==> src/rtl/pim_sig_hash.sv <==
module pim_sig_hash #(
    parameter int unsigned ADDR_W    = 32,
    parameter int unsigned IDX_W     = 8,
    parameter int unsigned HASH_MULT = 32'h9E3779B1
) (
    input  logic [ADDR_W-1:0] addr,
    output logic [IDX_W-1:0]  idx0,
    output logic [IDX_W-1:0]  idx1
);

    logic [ADDR_W-1:0] prod;

    // First index: fold the address onto IDX_W bits by XOR.
    always_comb begin
        idx0 = '0;
        for (int i = 0; i < int'(ADDR_W); i++) begin
            idx0[i % int'(IDX_W)] = idx0[i % int'(IDX_W)] ^ addr[i];
        end
    end

    // Second index: top bits of a multiplicative scramble.
    assign prod = addr * ADDR_W'(HASH_MULT);
    assign idx1 = prod[ADDR_W-1 -: IDX_W];

endmodule

==> src/rtl/pim_sig_bank.sv <==
module pim_sig_bank #(
    parameter int unsigned SIG_BITS  = 256,
    parameter int unsigned ADDR_W    = 32,
    parameter int unsigned HASH_MULT = 32'h9E3779B1
) (
    input  logic                clk,
    input  logic                rst_n,
    input  logic                clr,
    input  logic                ins,
    input  logic [ADDR_W-1:0]   addr,
    output logic [SIG_BITS-1:0] bits
);

    localparam int unsigned IDX_W = $clog2(SIG_BITS);

    logic [IDX_W-1:0]    idx0;
    logic [IDX_W-1:0]    idx1;
    logic [SIG_BITS-1:0] bits_d;
    logic [SIG_BITS-1:0] bits_q;

    pim_sig_hash #(
        .ADDR_W   (ADDR_W),
        .IDX_W    (IDX_W),
        .HASH_MULT(HASH_MULT)
    ) u_hash (
        .addr(addr),
        .idx0(idx0),
        .idx1(idx1)
    );

    // Clear wins over insertion.
    always_comb begin
        bits_d = bits_q;
        if (clr) begin
            bits_d = '0;
        end else if (ins) begin
            bits_d[idx0] = 1'b1;
            bits_d[idx1] = 1'b1;
        end
    end

    always_ff @(posedge clk) begin
        if (!rst_n) begin
            bits_q <= '0;
        end else begin
            bits_q <= bits_d;
        end
    end

    assign bits = bits_q;

    AST_SIG_CLEARED: assert property (@(posedge clk) disable iff (!rst_n)
        clr |=> (bits_q == '0));

    AST_SIG_INSERTED: assert property (@(posedge clk) disable iff (!rst_n)
        (ins && !clr) |=> (bits_q[$past(idx0)] && bits_q[$past(idx1)]));

endmodule

==> config.mk <==
export PLATFORM = sky130hd
export DESIGN_NAME = pim_sig_bank
export DESIGN_NICKNAME = d
export VERILOG_FILES = /design/src/rtl/pim_sig_hash.sv /design/src/rtl/pim_sig_bank.sv
export SDC_FILE = /design/constraint.sdc
export NUM_CORES = 1
export LEC_CHECK = 0
export BUFFER_PORTS_ARGS = -buffer_cell sky130_fd_sc_hd__buf_2
export CAP_MARGIN = 30
export CORE_MARGIN = 1
export CORE_UTILIZATION = 34
export DETAILED_ROUTE_END_ITERATION = 8
export GPL_TIMING_DRIVEN = 1
export HOLD_SLACK_MARGIN = 0.02
export PLACE_DENSITY = 0.55
export SLEW_MARGIN = 20
export SYNTH_ARGS = -nofsm -noshare
export SYNTH_HDL_FRONTEND = slang
export SYNTH_SLANG_ARGS = --single-unit
==> constraint.sdc <==
create_clock -name clk -period 6.7 [get_ports clk]
set_input_delay 0.335 -clock clk [delete_from_list [all_inputs] [get_ports clk]]
set_output_delay 0.335 -clock clk [all_outputs]
set_load 0.01 [all_outputs]
==> results of run 1 <==
## synth_stat cells, drive strengths merged, types with 9 or more instances
library cell  number
inv              327
dfxtp            256
a22oi            227
o21ai            223
fa               203
ha               184
clkbuf            98
nand2             50
xnor2             49
nor2              46
a21oi             38
o31ai             23
nor3              19
nand4             18
xor2              16
o22ai             13
a31oi             12
nand3             10
o2111ai            9
## layout make-up
type                            count  area [um2]
Sequential cell                   256        5120
Inverter                          327        1250
Fill cell                        5047       27800
Tap cell                          696         871
Clock buffer                       43         796
Clock inverter                      7        57.6
Multi-Input combinational cell   1246       13400
Timing Repair Buffer              626        4840
## worst max-delay path, delay by kind of cell
family	cells	cell delay (ps)
AOI/OAI and AO/OA	3	520
xor gates and xnor gates	1	410
adders and majority gates	9	4130
buffers and inverters	9	930
and+or+nand+nor	4	850
## routing by layer
layer,routed length [um],vias up
met5,11,-
met4,3020,2
met3,5650,144
met2,37000,760
met1,30400,8581
li1,-,7824
## stage by stage
stage / area [um2] / hold WS (ps) / util (%)
after floorplan: 19000 / 503 / -
after global placement: 23300 / 449 / 43.0
after detailed placement: 23400 / 472 / 43.2
after CTS: 24700 / 231 / 45.7
after global routing: 26300 / 241 / 48.7
final: 26300 / 253 / 48.7
## logic make-up after synthesis
family,share of synthesized area [%]
buffers and inverters,8.78
DFF,27.4
muxes,0.341
adders and majority gates,34.0
xor gates and xnor gates,3.30
and+or+nand+nor,5.39
AOI/OAI and AO/OA,20.8
## how the worst min path moves through the flow
| stage | endpoint | slack (ps) | cells past startpoint |
|---|---|---|---|
| floorplan | bits[244] | 500 | 2 |
| global placement | bits[244] | 450 | 2 |
| detailed placement | bits[244] | 470 | 2 |
| CTS | bits[154] | 230 | 3 |
| global route | bits[186] | 240 | 3 |
| finish | bits[186] | 250 | 3 |
## repair_timing
item,CTS,global route
setup buffers,18,24
gates cloned,2,11
endpoints found under the setup margin,249,256
resized for setup,105,375
pin swaps,47,123
==> flow_metrics.env, run 1 <==
export IMPL_status="finished with violations"
export IMPL_failed_checks="setup timing"
export IMPL_first_global_vias=17400
export IMPL_place_congestion=0.964
export IMPL_grt_total_usage_pct=25.7
export IMPL_syn_inst=1933
export IMPL_largest_register_ffs=256
export IMPL_synth_seq_cells=256
export IMPL_route_detailed_drc=0
export IMPL_instances_no_fill=3201
export IMPL_use_met3_pct=3.58
export IMPL_fin_crit_ps=6740
export IMPL_worstSetupPathType="input port to flop"
export IMPL_cts_sinks=256
export IMPL_routed_via_density=5.41
export IMPL_core_area_um2=54100
export IMPL_fmax_mhz=148
export IMPL_layout_drive_gt1_share_pct=37.8
export IMPL_grt_pass1_wl_um=109000
export IMPL_wl_per_cell_um=23.8
export IMPL_reg2reg_depth=2
export IMPL_rsz0062_at_grt="yes"
export IMPL_clockBufferDepth=3
export IMPL_layout_common_cells="292 x inv_1, 281 x buf_2, 256 x dfxtp_1"
export IMPL_hold_viol=0
export IMPL_top_usage_layer="met2"
export IMPL_hpwl_um=57900
export IMPL_synth_ff_type="dfxtp_1"
export IMPL_n_antenna_cell=0
export IMPL_clkTransAtPathRegs_ps=60
export IMPL_synth_seq_area_share_pct=27.4
export IMPL_worstReg2RegEnd="bits[251]"
export IMPL_synth_warnings=0
export IMPL_avgSynthCellArea_um2=9.68
export IMPL_arrival_ps=7210
export IMPL_synth_top_area_share_pct=27.4
export IMPL_tightest_slew_ps=1130
export IMPL_critPathLaunch="addr[10]"
export IMPL_dieArea_um2=56000
export IMPL_cp_slowest_cell="fa_2"
export IMPL_antenna_found_initial=1
export IMPL_synth_area_top_cells="dfxtp_1 27%, fa_1 22%, ha_1 12%"
export IMPL_rrSetupSlack_ps=5870
export IMPL_fin_ws_ps=-39.3
export IMPL_cp_common_cell="fa_1"
export IMPL_grtUsageMet2_pct=44.8
export IMPL_final_common_cell="inv_1"
export IMPL_setup_tns_ps=-39.3
export IMPL_clk_latency_ps=560
export IMPL_worst_path_max_fanout=8
export IMPL_drtIter0Drc=1430
export IMPL_yosys_area_top_type="dfxtp_1"
export IMPL_drv_slew=0
export IMPL_critical_path_endpoint="bits[79]"
export IMPL_overflow=0
export IMPL_firstDrtPassIters=9
export IMPL_cts_htree_levels=1
export IMPL_synth_edf_count=0
export IMPL_critPathMaxStageDelay_ps=630
export IMPL_hp_start="ins"
export IMPL_rr_startpoint="bits[251]"
export IMPL_die_w_um=237
export IMPL_grt_max_degree=102
export IMPL_area_growth_pct=40.8
export IMPL_hold_buffers=0
export IMPL_num_vias=17300
export IMPL_io_pins=292
export IMPL_antenna_left=0
export IMPL_synthDistinctLibCells=65
export IMPL_fin_nets=2907
export IMPL_max_cap_violations=0
export IMPL_rows=85
export IMPL_end_kind="flop"
export IMPL_cp_data_required_time_ps=7170
export IMPL_syn_area_um2=18700
export IMPL_post_place_ws_ps=-817
export IMPL_hp_class="input port to flop"
export IMPL_cts_buffers_inserted=27
export IMPL_placed_cells=3097
export IMPL_finalSetupViolCount=1
export IMPL_fin_skew_ps=0
export IMPL_period_share_pct=101
export IMPL_port_buffers=291
export IMPL_cts_root_buffer="clkbuf_16"
export IMPL_dieHeight_um=237
export IMPL_slew_limit_headroom_pct=24.9
export IMPL_synthArstFlopShare_pct=0
export IMPL_start_util_pct=34.6
export IMPL_met1_usage_pct=32.6
export IMPL_cts_tree="built"
export IMPL_cp_start_kind="input port"
export IMPL_totalWireLength_um=76100
export IMPL_synth_fp_nets=2356
Power of run 1 is left out: the tool's default activity adds up to more than one toggle a clock period on the data nets, which glitch-free logic cannot reach.
==> run 2: changes to the inputs <==
--- a/config.mk
+++ b/config.mk
@@ -13,6 +13,7 @@
 export GPL_TIMING_DRIVEN = 1
 export HOLD_SLACK_MARGIN = 0.02
 export PLACE_DENSITY = 0.55
+export SKIP_CTS_REPAIR_TIMING = 1
 export SLEW_MARGIN = 20
 export SYNTH_ARGS = -nofsm -noshare
 export SYNTH_HDL_FRONTEND = slang
==> flow_metrics.env, run 2 (synthesis results as in run 1) <==
export IMPL_instances_no_fill=3219
export IMPL_reg2reg_depth=2
export IMPL_placed_cells=3097
export IMPL_worstReg2RegEnd="bits[195]"
export IMPL_area_growth_pct=44.3
export IMPL_hold_depth=4
export IMPL_clockBufferDepth=3
export IMPL_cp_data_required_time_ps=7200
export IMPL_cp_slowest_cell="fa_1"
export IMPL_cp_common_cell="fa_1"
export IMPL_wl_met3_um=6030
export IMPL_period_share_pct=102
export IMPL_overflow=0
export IMPL_slew_limit_headroom_pct=29.4
export IMPL_worstSetupPathType="input port to flop"
export IMPL_fin_skew_ps=0
export IMPL_port_buffers=291
export IMPL_tightest_slew_ps=1060
export IMPL_cts_sinks=256
export IMPL_crit_path_cell_trace="buf_8, clkinvlp_4, fa_1, fa_1, fa_1, fa_1, inv_1, ha_4, fa_1, fa_1, inv_1, fa_1, inv_2, ha_4, nand3_4, or2_4, a2111o_1, o2111a_2, a211o_4, or4_4, buf_4, o21ai_2"
export IMPL_rr_startpoint="bits[195]"
export IMPL_cp_start_kind="input port"
export IMPL_num_vias=17500
export IMPL_route_detailed_drc=0
export IMPL_largest_register_ffs=256
export IMPL_arrival_ps=7350
export IMPL_cts_buffers_inserted=27
export IMPL_met2_length_um=37900
export IMPL_n_antenna_cell=0
export IMPL_clkTransAtPathRegs_ps=60
export IMPL_max_cap_violations=0
export IMPL_grt_pass1_wl_um=108000
export IMPL_hp_start="clr"
export IMPL_fin_nets=2925
export IMPL_drtIter0Drc=1381
export IMPL_grt_total_usage_pct=25.5
export IMPL_routed_top_layer="met5"
export IMPL_wl_per_cell_um=24.4
export IMPL_crit_buf_inv=6
export IMPL_wl_met1_um=31300
export IMPL_clk_latency_ps=560
export IMPL_drv_slew=0
export IMPL_dieHeight_um=237
export IMPL_end_kind="flop"
export IMPL_status="finished with violations"
export IMPL_first_global_vias=17300
export IMPL_final_common_cell="inv_1"
export IMPL_fmax_mhz=146
export IMPL_layout_common_cells="307 x inv_1, 285 x buf_2, 256 x dfxtp_1"
export IMPL_totalWireLength_um=78500
export IMPL_hpwl_um=57900
export IMPL_routed_via_density=5.44
export IMPL_grt_max_degree=102
export IMPL_fin_ws_ps=-147
export IMPL_dieArea_um2=56000
export IMPL_worst_path_max_fanout=5
export IMPL_rsz0062_at_grt="yes"
export IMPL_core_area_um2=54100
export IMPL_start_util_pct=34.6
export IMPL_place_congestion=0.964
export IMPL_cts_tree="built"
export IMPL_critPathMaxStageDelay_ps=630
export IMPL_failed_checks="setup timing"
export IMPL_firstDrtPassIters=7
export IMPL_antenna_found_initial=1
export IMPL_io_pins=292
export IMPL_die_w_um=237
export IMPL_whs_endpoint="bits[244]"
export IMPL_cts_htree_levels=1
export IMPL_cts_root_buffer="clkbuf_16"
export IMPL_rrSetupSlack_ps=5820
export IMPL_layout_drive_gt1_share_pct=39.7
export IMPL_finalSetupViolCount=227
export IMPL_fin_crit_ps=6850
export IMPL_hp_class="input port to flop"
export IMPL_hold_viol=0
export IMPL_cp_top_family="adder cells"
export IMPL_rows=85
export IMPL_antenna_left=0
[run 2: cell types whose count changed in the layout (fill, tap and decap cells not counted), sizes merged]
cell	before	now
clkbuf	52	59
buf	617	628
[run 2: final cells by class]
class,count,area [um2]
inverters,327,1250
clock buffers,43,796
multi-input cells,1246,13700
well taps,696,871
clock inverters,7,57.6
repair buffers,644,5200
flip-flops and latches,256,5120
fillers,4960,27100
[run 2: how the worst max path moves through the flow]
stage | depth (start not counted) | start | slack [ps] | end
final | 22 | addr[10] | -150 | bits[102]
after global routing | 24 | addr[10] | -330 | bits[166]
after floorplan | 26 | addr[5] | -160 | bits[102]
after CTS | 27 | addr[10] | -230 | bits[69]
after detailed placement | 27 | addr[10] | -820 | bits[69]
after global placement | 28 | addr[5] | -660 | bits[72]
[run 2: worst reg2reg max path, delay by kind of cell (launching register included)]
family | cells | cell delay [ps]
AO/OA/AOI/OAI | 2 | 440
flip-flops | 1 | 310
[run 2: routing by layer]
| layer | GRT usage, % | vias up |
|---|---|---|
| li1 | - | 7862 |
| met1 | 32.6 | 8673 |
| met2 | 44.1 | 810 |
| met3 | 3.43 | 165 |
| met4 | 8.72 | 2 |
| met5 | 0 | - |
[run 2: stage by stage]
stage	setup slack, ps	area (um2)	utilization (%)	TNS [ps]	hold WS (ps)
CTS	-230	24200	44.7	-29010	231
floorplan	-164	19000	-	-24840	503
detailed placement	-817	23400	43.2	-172750	472
finish	-147	27000	49.9	-15620	254
global route	-330	27000	49.9	-62970	264
global placement	-662	23300	43.0	-150780	449
Power of run 2 is left out for the same reason.
